`config.mk`:
```
export PLATFORM = sky130hd
export DESIGN_NAME = evt_irq_dual
export DESIGN_NICKNAME = d
export VERILOG_FILES = /design/src/rtl/evt_pkg.sv /design/src/rtl/evt_detect.sv /design/src/rtl/evt_target.sv /design/src/rtl/evt_irq_dual.sv
export SDC_FILE = /design/constraint.sdc
export NUM_CORES = 1
export LEC_CHECK = 0
export BUFFER_PORTS_ARGS = -buffer_cell sky130_fd_sc_hd__buf_2
export CAP_MARGIN = 20
export CORE_MARGIN = 2
export CORE_UTILIZATION = 43
export CTS_CLUSTER_DIAMETER = 40
export CTS_CLUSTER_SIZE = 25
export DETAILED_ROUTE_END_ITERATION = 12
export SLEW_MARGIN = 20
export SYNTH_ARGS = -nofsm -noshare
export SYNTH_HDL_FRONTEND = slang
export SYNTH_SLANG_ARGS = --single-unit
```
`constraint.sdc`:
```
create_clock -name clk -period 2.9 [get_ports clk]
set_input_delay 0.58 -clock clk [delete_from_list [all_inputs] [get_ports clk]]
set_output_delay 0.58 -clock clk [all_outputs]
set_load 0.01 [all_outputs]
```
`src/rtl/evt_pkg.sv`:
```
package evt_pkg;
  localparam int unsigned EVT_AW = 4;
  localparam int unsigned NTGT   = 2;

  localparam logic [EVT_AW-1:0] A_LEVEL = 4'h0;
  localparam logic [EVT_AW-1:0] A_RISE  = 4'h1;
  localparam logic [EVT_AW-1:0] A_FALL  = 4'h2;
  localparam logic [EVT_AW-1:0] A_HIGH  = 4'h3;
  localparam logic [EVT_AW-1:0] A_LOW   = 4'h4;

  // target t occupies 8 + 4*t .. 8 + 4*t + 3
  typedef enum logic [1:0] {
    OFF_RAW = 2'd0,
    OFF_MSK = 2'd1,
    OFF_SET = 2'd2,
    OFF_CLR = 2'd3
  } tgt_off_e;
endpackage

```
`src/rtl/evt_detect.sv`:
```
module evt_detect #(
  parameter int unsigned NCH = 32
) (
  input  logic           clk,
  input  logic           rst_n,
  input  logic [NCH-1:0] pin_i,
  input  logic [NCH-1:0] rise_en,
  input  logic [NCH-1:0] fall_en,
  input  logic [NCH-1:0] hi_en,
  input  logic [NCH-1:0] lo_en,
  output logic [NCH-1:0] lvl_o,
  output logic [NCH-1:0] ev_o
);
  logic [NCH-1:0] cur_q, prev_q;

  always_ff @(posedge clk) begin
    if (!rst_n) begin
      cur_q  <= '0;
      prev_q <= '0;
    end else begin
      cur_q  <= pin_i;
      prev_q <= cur_q;
    end
  end

  always_comb begin
    ev_o = (rise_en & cur_q & ~prev_q)
         | (fall_en & ~cur_q & prev_q)
         | (hi_en & cur_q)
         | (lo_en & ~cur_q);
  end

  assign lvl_o = cur_q;

  // a pin that holds still with no level select raises no event
  a_r2_quiet_no_event: assert property (@(posedge clk) disable iff (!rst_n)
    ((cur_q == prev_q) && (hi_en == '0) && (lo_en == '0)) |-> (ev_o == '0));
endmodule

```
`src/rtl/evt_target.sv`:
```
module evt_target #(
  parameter int unsigned NCH = 32
) (
  input  logic           clk,
  input  logic           rst_n,
  input  logic [NCH-1:0] ev_i,
  input  logic           w1c_we,
  input  logic           set_we,
  input  logic           clr_we,
  input  logic [NCH-1:0] wdata,
  output logic [NCH-1:0] raw_o,
  output logic [NCH-1:0] en_o,
  output logic           irq_o
);
  logic [NCH-1:0] raw_q, en_q, clr_mask;

  assign clr_mask = w1c_we ? wdata : '0;

  always_ff @(posedge clk) begin
    if (!rst_n) begin
      raw_q <= '0;
      en_q  <= '0;
    end else begin
      raw_q <= (raw_q & ~clr_mask) | ev_i;
      if (set_we)      en_q <= en_q | wdata;
      else if (clr_we) en_q <= en_q & ~wdata;
    end
  end

  assign raw_o = raw_q;
  assign en_o  = en_q;
  assign irq_o = |(raw_q & en_q);

  // every event is latched on the next edge
  a_r7_event_latched: assert property (@(posedge clk) disable iff (!rst_n)
    1'b1 |=> ((raw_q & $past(ev_i)) == $past(ev_i)));
  // a raw bit only rises when an event was present
  a_r8_no_spurious_raw: assert property (@(posedge clk) disable iff (!rst_n)
    1'b1 |=> ((raw_q & ~$past(raw_q) & ~$past(ev_i)) == '0));
  // set write ORs in, clear write removes
  a_r9_set_applies: assert property (@(posedge clk) disable iff (!rst_n)
    set_we |=> ((en_q & $past(wdata)) == $past(wdata)));
  a_r9_clr_applies: assert property (@(posedge clk) disable iff (!rst_n)
    clr_we |=> ((en_q & $past(wdata)) == '0));
endmodule

```
`src/rtl/evt_irq_dual.sv`:
```
module evt_irq_dual #(
  parameter int unsigned NCH = 32
) (
  input  logic                       clk,
  input  logic                       rst_n,
  input  logic [NCH-1:0]             pin_i,
  input  logic                       bus_we,
  input  logic [evt_pkg::EVT_AW-1:0] bus_addr,
  input  logic [NCH-1:0]             bus_wdata,
  output logic [NCH-1:0]             bus_rdata,
  output logic [evt_pkg::NTGT-1:0]   irq_o
);
  import evt_pkg::*;

  logic [NCH-1:0] rise_q, fall_q, hi_q, lo_q;
  logic [NCH-1:0] lvl, ev;
  logic [NCH-1:0] raw [NTGT];
  logic [NCH-1:0] en  [NTGT];
  logic [NTGT-1:0] w1c_we, set_we, clr_we;

  always_ff @(posedge clk) begin
    if (!rst_n) begin
      rise_q <= '0;
      fall_q <= '0;
      hi_q   <= '0;
      lo_q   <= '0;
    end else if (bus_we) begin
      case (bus_addr)
        A_RISE:  rise_q <= bus_wdata;
        A_FALL:  fall_q <= bus_wdata;
        A_HIGH:  hi_q   <= bus_wdata;
        A_LOW:   lo_q   <= bus_wdata;
        default: ;
      endcase
    end
  end

  evt_detect #(.NCH(NCH)) u_detect (
    .clk     (clk),
    .rst_n   (rst_n),
    .pin_i   (pin_i),
    .rise_en (rise_q),
    .fall_en (fall_q),
    .hi_en   (hi_q),
    .lo_en   (lo_q),
    .lvl_o   (lvl),
    .ev_o    (ev)
  );

  for (genvar t = 0; t < NTGT; t++) begin : g_tgt
    localparam logic [EVT_AW-1:0] BASE = EVT_AW'(8 + 4 * t);
    logic hit;
    assign hit       = bus_we && (bus_addr[EVT_AW-1:2] == BASE[EVT_AW-1:2]);
    assign w1c_we[t] = hit && (tgt_off_e'(bus_addr[1:0]) == OFF_RAW);
    assign set_we[t] = hit && (tgt_off_e'(bus_addr[1:0]) == OFF_SET);
    assign clr_we[t] = hit && (tgt_off_e'(bus_addr[1:0]) == OFF_CLR);

    evt_target #(.NCH(NCH)) u_tgt (
      .clk    (clk),
      .rst_n  (rst_n),
      .ev_i   (ev),
      .w1c_we (w1c_we[t]),
      .set_we (set_we[t]),
      .clr_we (clr_we[t]),
      .wdata  (bus_wdata),
      .raw_o  (raw[t]),
      .en_o   (en[t]),
      .irq_o  (irq_o[t])
    );
  end

  always_comb begin
    bus_rdata = '0;
    case (bus_addr)
      A_LEVEL: bus_rdata = lvl;
      A_RISE:  bus_rdata = rise_q;
      A_FALL:  bus_rdata = fall_q;
      A_HIGH:  bus_rdata = hi_q;
      A_LOW:   bus_rdata = lo_q;
      default: begin
        for (int t = 0; t < NTGT; t++) begin
          if (bus_addr[EVT_AW-1:2] == 2'(2 + t)) begin
            case (tgt_off_e'(bus_addr[1:0]))
              OFF_RAW: bus_rdata = raw[t];
              OFF_MSK: bus_rdata = raw[t] & en[t];
              default: bus_rdata = en[t];
            endcase
          end
        end
      end
    endcase
  end

  // a target's line stays low while its enable is empty
  a_r11_line_needs_enable: assert property (@(posedge clk) disable iff (!rst_n)
    (en[0] == '0) |-> !irq_o[0]);
  // clearing target 0 status leaves target 1 status intact
  a_r11_targets_independent: assert property (@(posedge clk) disable iff (!rst_n)
    w1c_we[0] |=> ((raw[1] & $past(raw[1])) == $past(raw[1])));
  // at most one target decodes a write
  a_r13_single_decode: assert property (@(posedge clk) disable iff (!rst_n)
    $onehot0({w1c_we, set_we, clr_we}));
endmodule

```
==> report_table.html, run 1 <==
<table>
<tr><th>Metric</th><th>Value</th></tr>
<tr><th colspan="2">Run status</th></tr>
<tr><td>Result of the run</td><td>finished clean</td></tr>
<tr><th colspan="2">Layout</th></tr>
<tr><td>Filler cell count</td><td>3207</td></tr>
<tr><td>Growth of design area from synthesis to finish</td><td>18.9%</td></tr>
<tr><td>Ratio of cells with drive above 1 in the final layout</td><td>20.2%</td></tr>
<tr><td>Final-stage net count</td><td>1784</td></tr>
<tr><td>Area used by multi-input combinational logic</td><td>7450 um^2</td></tr>
<tr><td>Final Instance Area</td><td>17800 um^2</td></tr>
<tr><td>Area taken by flip-flops and latches</td><td>6410 um^2</td></tr>
<tr><td>Number of inserted diodes</td><td>0</td></tr>
<tr><td>Utilization after layout</td><td>51.8%</td></tr>
<tr><th colspan="2">Clock tree</th></tr>
<tr><td>Number of levels in the clock H-tree</td><td>2</td></tr>
<tr><td># clock sinks</td><td>320</td></tr>
<tr><td>Clk pin slew, worst setup/hold paths</td><td>0.05 ns</td></tr>
<tr><td>CTS tree</td><td>built</td></tr>
<tr><td>CTS Buffer Depth</td><td>3</td></tr>
<tr><td>Post-CTS setup buffer count</td><td>0</td></tr>
<tr><td># resized after CTS</td><td>0</td></tr>
<tr><td>Worst skew pair latency</td><td>0.58 ns</td></tr>
<tr><td>Cts hold-fix bufs</td><td>0</td></tr>
<tr><td>CTS Root Buffer Type</td><td>clkbuf_16</td></tr>
<tr><td>Number of buffers created by CTS</td><td>48</td></tr>
<tr><th colspan="2">Power and ir drop</th></tr>
<tr><td>Power density over the cells</td><td>678 nW/um^2</td></tr>
<tr><td>Sw power</td><td>3.04 mW</td></tr>
<tr><td>Reg power frac</td><td>38.9%</td></tr>
<tr><td>Switching portion of total power</td><td>25.1%</td></tr>
<tr><td>Clock share of power</td><td>52.0%</td></tr>
<tr><td>Combinational share of power</td><td>9.1%</td></tr>
<tr><td>Cell leakage power</td><td>6.73 nW</td></tr>
<tr><td>Overall power after layout</td><td>12.1 mW</td></tr>
<tr><td>Cell Int Power</td><td>9.06 mW</td></tr>
<tr><td>IR drop worst, VDD</td><td>0.480 mV</td></tr>
<tr><th colspan="2">Routing</th></tr>
<tr><td>Top layer in use</td><td>met4</td></tr>
<tr><td>Detailed-routing iteration count for the pre-antenna-repair pass</td><td>7</td></tr>
<tr><td>Met3 Routed Length</td><td>3770 um</td></tr>
<tr><td>Met2 wire length</td><td>24500 um</td></tr>
<tr><td>Iteration-0 DRC Markers</td><td>1348</td></tr>
<tr><td>Post-route antenna net violation count</td><td>0</td></tr>
<tr><td>Total vias in the final route</td><td>13.7k</td></tr>
<tr><td>Wire per inst</td><td>23.7 um</td></tr>
<tr><td>Number of vias per cell</td><td>6.20</td></tr>
<tr><td>M1 WL</td><td>22600 um</td></tr>
<tr><td>Residual DRC count</td><td>0</td></tr>
<tr><td>Overall routed net length</td><td>52200 um</td></tr>
<tr><th colspan="2">STA</th></tr>
<tr><td>Maximum clock frequency</td><td>349 MHz</td></tr>
<tr><td>Unrepaired setup endpoints after global routing</td><td>false</td></tr>
<tr><td>Count of final max-slew check failures</td><td>0</td></tr>
<tr><td>Number of hold violations in the final report</td><td>0</td></tr>
<tr><td>Setup Viol. Count Final</td><td>0</td></tr>
<tr><td>Clock skew after layout</td><td>0.0251 ns</td></tr>
<tr><td>Slew of the pin with the lowest slew margin</td><td>0.945 ns</td></tr>
<tr><td>Total Neg Setup Slack</td><td>0 ns</td></tr>
<tr><td>Setup slack after layout</td><td>0.0378 ns</td></tr>
<tr><td>Time the final worst path needs with I/O delays and setup</td><td>2.86 ns</td></tr>
<tr><td>Rel. slew slack</td><td>37.0%</td></tr>
<tr><td>Final critical-path share of the clock period</td><td>98.7%</td></tr>
<tr><th colspan="2">Setup path</th></tr>
<tr><td>Critical path start-end classification</td><td>in -&gt; out</td></tr>
<tr><td>Total buffers and inverters traversed by the critical path</td><td>3</td></tr>
<tr><td>Family with the most delay on the worst path</td><td>buffers and inverters</td></tr>
<tr><td>Logic depth of the worst path, buffers included</td><td>6</td></tr>
<tr><td>Worst r2r src</td><td>u_detect.lvl_o[6]</td></tr>
<tr><td>Startpoint type of the worst setup path</td><td>input pin</td></tr>
<tr><td>Capturing element type of the critical path</td><td>output pin</td></tr>
<tr><td>Critical Path Slowest Stage Cell</td><td>a32oi_1</td></tr>
<tr><td>Required arrival time at the worst endpoint</td><td>2.32 ns</td></tr>
<tr><td>Start point of the critical path</td><td>bus_addr[3]</td></tr>
<tr><td>Arrival time at the worst endpoint</td><td>2.28 ns</td></tr>
<tr><td>R2R depth</td><td>3</td></tr>
<tr><td>Critical path's largest stage delay</td><td>0.40 ns</td></tr>
<tr><td>Maximum fanout along the worst path</td><td>21</td></tr>
<tr><td>Worst-path cell chain</td><td>buf_2, and2_2, buf_4, o221ai_1, a32oi_1, buf_2</td></tr>
<tr><td>Most common cell on crit path</td><td>buf_2</td></tr>
<tr><th colspan="2">Place</th></tr>
<tr><td>Placed Area</td><td>16100 um^2</td></tr>
<tr><td>Half-perimeter wire length after detailed placement</td><td>34400 um</td></tr>
<tr><td>Global placement routability congestion</td><td>0.914</td></tr>
<tr><td>Number of port buffers</td><td>104</td></tr>
<tr><td>Worst-case setup slack after placement</td><td>0.114 ns</td></tr>
<tr><th colspan="2">Yosys</th></tr>
<tr><td>Number of storage elements in the synthesis netlist</td><td>320</td></tr>
<tr><td>Share of the yosys chip area belonging to registers</td><td>42.7%</td></tr>
<tr><td>Area fraction in compound gates after synthesis</td><td>30.0%</td></tr>
<tr><td>Dominant combinational cell family by area after synthesis</td><td>compound AO/OA/AOI/OAI gates</td></tr>
<tr><td>Fraction of synthesized cell area in xor and xnor cells</td><td>0%</td></tr>
<tr><td>Post-synth ARST share</td><td>0%</td></tr>
<tr><td>Syn avg cell area</td><td>8.94 um^2</td></tr>
<tr><td>Yosys top cell by area</td><td>dfxtp_1</td></tr>
<tr><td>Nets in the synthesized netlist</td><td>1749</td></tr>
<tr><td>Fraction of the mapped netlist area in adder cells</td><td>0%</td></tr>
<tr><td>Netlist area before placement</td><td>15000 um^2</td></tr>
<tr><td>Count of warnings emitted by yosys</td><td>0</td></tr>
<tr><td>Multiplexer share of the synthesized area</td><td>9.14%</td></tr>
<tr><td>Number of distinct library cells after synthesis</td><td>46</td></tr>
<tr><td>Simple-gate portion of the synthesized area</td><td>10.2%</td></tr>
<tr><td>Leading post-synthesis cells by cell area</td><td>dfxtp_1 (43%), mux2i_1 (4.3%), a21oi_1 (4.3%), mux2_2 (4.1%), a31oi_1 (4.0%)</td></tr>
<tr><td>Area fraction of the dominant cell type after synthesis</td><td>42.7%</td></tr>
<tr><td>Most instantiated flip-flop cell in the synthesis netlist</td><td>dfxtp_1</td></tr>
<tr><td>Count of flip-flops with a built-in enable after synthesis</td><td>0</td></tr>
<tr><td>Instance count of the mapped netlist</td><td>1678</td></tr>
<tr><th colspan="2">GRT</th></tr>
<tr><td>Maximum number of pins on one net before global-route repair</td><td>162</td></tr>
<tr><td>Vias in the first global route</td><td>13.2k</td></tr>
<tr><td>Number of antenna violations at the first check in global routing</td><td>0</td></tr>
<tr><td>First-pass GRT wire length</td><td>80300 um</td></tr>
<tr><td>Total track usage</td><td>28.6%</td></tr>
<tr><td>GRT Residual Overflow</td><td>0</td></tr>
<tr><th colspan="2">Run</th></tr>
<tr><td>Number of max-cap violations</td><td>0</td></tr>
<tr><th colspan="2">Hold path</th></tr>
<tr><td>Min-Delay Path Class</td><td>in -&gt; reg</td></tr>
<tr><td>Hold Path Depth</td><td>2</td></tr>
<tr><td>Min-delay src</td><td>pin_i[21]</td></tr>
<tr><th colspan="2">Floorplan</th></tr>
<tr><td>Width of the chip</td><td>191 um</td></tr>
<tr><td>Effective utilization at floorplan</td><td>43.6%</td></tr>
<tr><td>Number of primary I/O pins</td><td>105</td></tr>
<tr><td>FP Rows</td><td>68</td></tr>
<tr><td>DIE AREA</td><td>36400 um^2</td></tr>
<tr><td>Die Ht</td><td>191 um</td></tr>
<tr><td>Area of the core</td><td>34500 um^2</td></tr>
</table>
## cells in the mapped netlist, types with 34 or more instances
library cell  instances
dfxtp_1             320
clkbuf_1            135
a21oi_1             128
inv_1                98
a31oi_1              96
nand2_1              96
and2_1               65
mux2i_1              65
nand3_1              65
o21a_1               65
a311oi_1             64
o21ai_0              58
mux2_2               55
a211oi_1             52
a22oi_1              52
buf_2                40
o221ai_1             40
nand2b_1             34
## layer usage
layer | vias to the layer above | GRT usage, %
met3 | 81 | 4.80
met4 | 0 | 9.12
li1 | 6339 | -
met2 | 578 | 46.9
met5 | - | 0
met1 | 6681 | 38.2
## layout make-up
type / instances / area share, %
inverter: 98 / 2.08
tap: 455 / 3.19
sequential: 320 / 35.9
timing repair buffer: 179 / 7.24
clock buffer: 64 / 7.81
multi-input combinational: 1066 / 41.7
clock inverter: 24 / 2.03
## worst reg2reg max path: stages (launching register included)
cell and delay, ns:
dfxtp_1 0.40, a211oi_1 0.07, a31oi_1 0.39, o21a_1 0.20
## stage by stage
step / cells / hold WS (ns)
after detailed placement: 2118 / 0.469
after floorplan: 1678 / 0.448
after global placement: 2118 / 0.463
after CTS: 2206 / 0.189
after global routing: 2206 / 0.199
final: 2206 / 0.207
## path summary, 6_finish.rpt
check | end | slack, ns
max | bus_rdata[1] | 0.04
min | u_detect.lvl_o[21] | 0.21
max reg2reg | g_tgt[1].u_tgt.raw_o[6] | 1.80
min reg2reg | hi_q[7] | 0.48
## kinds of logic (layout without fill, tap and decap cells)
group	Yosys count	after routing
AOI/OAI and AO/OA	641	641
buffers and inverters	292	365
DFF	320	320
muxes	129	129
and+or+nand+nor	296	296
## placed cells by master (no fill, tap or decap), drive strengths merged, types with 12 or more instances in the layout
master / count
a211oi: 52
a22oi: 52
dfxtp: 320
a222oi: 12
a21oi: 128
a31oi: 96
nand2: 96
o221ai: 40
and2: 65
mux2i: 65
a32oi: 21
inv: 101
mux2: 64
o21ai: 64
nand3: 65
o21a: 65
buf: 179
nor2: 13
a311oi: 64
clkbuf: 64
nand2b: 34
## power groups by stage
stage	Combinational, mW	Clock [mW]	Sequential [mW]
after floorplan	0.697	0	4.72
after global placement	1.07	0	4.80
after detailed placement	1.08	0	4.80
after CTS	1.09	6.36	4.71
after global routing	1.18	6.56	4.72
final	1.10	6.29	4.71
No activity file was read; power rests on OpenSTA's default activity.
==> run 2: changes to the inputs <==
- CTS_BUF_LIST: not set -> sky130_fd_sc_hd__clkbuf_16
==> report_table.html, run 2 (synthesis results as in run 1) <==
<table>
<tr><th>Metric</th><th>Value</th></tr>
<tr><th colspan="2">Layout</th></tr>
<tr><td>Most used cells in the layout excluding fill and tap cells</td><td>dfxtp_1 (320), a21oi_1 (128), inv_1 (102), buf_2 (102)</td></tr>
<tr><td>Number of inserted diodes</td><td>0</td></tr>
<tr><td>Growth of design area from synthesis to finish</td><td>18.3%</td></tr>
<tr><td>Non-filler cells, final</td><td>2206</td></tr>
<tr><td>Ratio of cells with drive above 1 in the final layout</td><td>19.6%</td></tr>
<tr><td>Most common cell after layout, fill and taps aside</td><td>dfxtp_1</td></tr>
<tr><td>Final-stage net count</td><td>1784</td></tr>
<tr><th colspan="2">Power and ir drop</th></tr>
<tr><td>Clock share of power</td><td>50.8%</td></tr>
<tr><td>Sw power</td><td>3.01 mW</td></tr>
<tr><td>Cell Int Power</td><td>8.80 mW</td></tr>
<tr><td>Combinational share of power</td><td>9.3%</td></tr>
<tr><td>Switching portion of total power</td><td>25.5%</td></tr>
<tr><td>Power density over the cells</td><td>665 nW/um^2</td></tr>
<tr><td>Cell leakage power</td><td>6.70 nW</td></tr>
<tr><td>IR drop worst, VDD</td><td>0.479 mV</td></tr>
<tr><td>Reg power frac</td><td>39.9%</td></tr>
<tr><th colspan="2">Floorplan</th></tr>
<tr><td>Effective utilization at floorplan</td><td>43.6%</td></tr>
<tr><td>Die Ht</td><td>191 um</td></tr>
<tr><td>DIE AREA</td><td>36400 um^2</td></tr>
<tr><td>FP Rows</td><td>68</td></tr>
<tr><td>Area of the core</td><td>34500 um^2</td></tr>
<tr><td>Number of primary I/O pins</td><td>105</td></tr>
<tr><td>Width of the chip</td><td>191 um</td></tr>
<tr><th colspan="2">Clock tree</th></tr>
<tr><td>Number of buffers created by CTS</td><td>48</td></tr>
<tr><td>Number of levels in the clock H-tree</td><td>2</td></tr>
<tr><td>Cts hold-fix bufs</td><td>0</td></tr>
<tr><td>CTS Root Buffer Type</td><td>clkbuf_16</td></tr>
<tr><td>Post-CTS setup buffer count</td><td>0</td></tr>
<tr><td># clock sinks</td><td>320</td></tr>
<tr><td># resized after CTS</td><td>0</td></tr>
<tr><td>CTS Buffer Depth</td><td>3</td></tr>
<tr><td>CTS tree</td><td>built</td></tr>
<tr><td>Clk pin slew, worst setup/hold paths</td><td>0.05 ns</td></tr>
<tr><td>Worst skew pair latency</td><td>0.58 ns</td></tr>
<tr><th colspan="2">STA</th></tr>
<tr><td>Hold slack final</td><td>0.208 ns</td></tr>
<tr><td>Slew of the pin with the lowest slew margin</td><td>0.969 ns</td></tr>
<tr><td>Unrepaired setup endpoints after global routing</td><td>false</td></tr>
<tr><td>Maximum clock frequency</td><td>354 MHz</td></tr>
<tr><td>Rel. slew slack</td><td>35.4%</td></tr>
<tr><td>Clock skew after layout</td><td>0.0308 ns</td></tr>
<tr><td>Final critical-path share of the clock period</td><td>97.3%</td></tr>
<tr><td>Count of final max-slew check failures</td><td>0</td></tr>
<tr><td>Number of hold violations in the final report</td><td>0</td></tr>
<tr><td>Time the final worst path needs with I/O delays and setup</td><td>2.82 ns</td></tr>
<tr><td>Setup Viol. Count Final</td><td>0</td></tr>
<tr><td>Total Neg Setup Slack</td><td>0 ns</td></tr>
<tr><th colspan="2">Setup path</th></tr>
<tr><td>Required arrival time at the worst endpoint</td><td>2.32 ns</td></tr>
<tr><td>Startpoint type of the worst setup path</td><td>input pin</td></tr>
<tr><td>R2R depth</td><td>3</td></tr>
<tr><td>Capturing element type of the critical path</td><td>output pin</td></tr>
<tr><td>Maximum fanout along the worst path</td><td>21</td></tr>
<tr><td>Arrival time at the worst endpoint</td><td>2.24 ns</td></tr>
<tr><td>Critical path start-end classification</td><td>in -&gt; out</td></tr>
<tr><th colspan="2">Run status</th></tr>
<tr><td>Result of the run</td><td>finished clean</td></tr>
<tr><th colspan="2">Hold path</th></tr>
<tr><td>Min-Delay Path Class</td><td>in -&gt; reg</td></tr>
<tr><td>Hold Path Depth</td><td>2</td></tr>
<tr><th colspan="2">Place</th></tr>
<tr><td>Number of placed instances with taps included</td><td>2118</td></tr>
<tr><td>Global placement routability congestion</td><td>0.914</td></tr>
<tr><td>Half-perimeter wire length after detailed placement</td><td>34400 um</td></tr>
<tr><td>Number of port buffers</td><td>104</td></tr>
<tr><th colspan="2">GRT</th></tr>
<tr><td>First-pass GRT wire length</td><td>80200 um</td></tr>
<tr><td>GRT Residual Overflow</td><td>0</td></tr>
<tr><td>Total track usage</td><td>28.6%</td></tr>
<tr><td>Vias in the first global route</td><td>13.2k</td></tr>
<tr><td>Maximum number of pins on one net before global-route repair</td><td>162</td></tr>
<tr><td>Number of antenna violations at the first check in global routing</td><td>0</td></tr>
<tr><th colspan="2">Routing</th></tr>
<tr><td>Overall routed net length</td><td>52100 um</td></tr>
<tr><td>Number of vias per cell</td><td>6.16</td></tr>
<tr><td>Total vias in the final route</td><td>13.6k</td></tr>
<tr><td>Detailed-routing iteration count for the pre-antenna-repair pass</td><td>7</td></tr>
<tr><td>Iteration-0 DRC Markers</td><td>1305</td></tr>
<tr><td>Residual DRC count</td><td>0</td></tr>
<tr><td>Wire per inst</td><td>23.6 um</td></tr>
<tr><td>Post-route antenna net violation count</td><td>0</td></tr>
<tr><th colspan="2">Run</th></tr>
<tr><td>Number of max-cap violations</td><td>0</td></tr>
</table>
[run 2: layer usage]
| layer | wire, um | GRT usage [%] | up-vias |
|---|---|---|---|
| met5 | 0 | 0 | - |
| met4 | 1380 | 9.00 | 0 |
| met3 | 3930 | 4.84 | 86 |
| met2 | 24300 | 46.8 | 569 |
| met1 | 22400 | 38.2 | 6611 |
| li1 | - | - | 6333 |
[run 2: final timing paths]
path | start | end | slack (ns)
worst min-delay path | pin_i[21] | u_detect.lvl_o[21] | 0.21
worst max register to register | u_detect.lvl_o[6] | g_tgt[1].u_tgt.raw_o[6] | 1.80
worst min register to register | hi_q[7] | hi_q[7] | 0.48
worst max-delay path | bus_addr[3] | bus_rdata[1] | 0.08
[run 2: worst max-delay path, stage by stage]
cell,delay [ns]
buf_2,0.27
and2_2,0.32
buf_4,0.32
o221ai_1,0.18
a32oi_1,0.35
buf_2,0.20
[run 2: layout make-up]
type / count / area (um^2)
Inverter: 98 / 370
Fill cell: 3225 / 16700
Timing Repair Buffer: 179 / 1290
Multi-Input combinational cell: 1066 / 7450
Clock buffer: 50 / 1250
Clock inverter: 38 / 415
Tap cell: 455 / 569
Sequential cell: 320 / 6410
[run 2: through the flow]
step,setup slack (ns),cell area (um^2),power [mW],utilization (%)
after floorplan,0.504,15000,5.42,-
after global placement,0.170,16100,5.86,46.7
after detailed placement,0.114,16100,5.88,46.7
after CTS,0.104,17800,11.9,51.5
after global routing,0.0232,17800,12.2,51.5
final,0.0784,17800,11.8,51.5
[run 2: power by group through the flow]
stage          registers (mW)  logic [mW]  clock network [mW]
5_1_grt                  4.72        1.18                6.28
3_5_place_dp             4.80        1.08                   0
3_3_place_gp             4.80        1.07                   0
6_report                 4.71        1.10                6.00
4_1_cts                  4.71        1.09                6.09
2_1_floorplan            4.72       0.697                   0
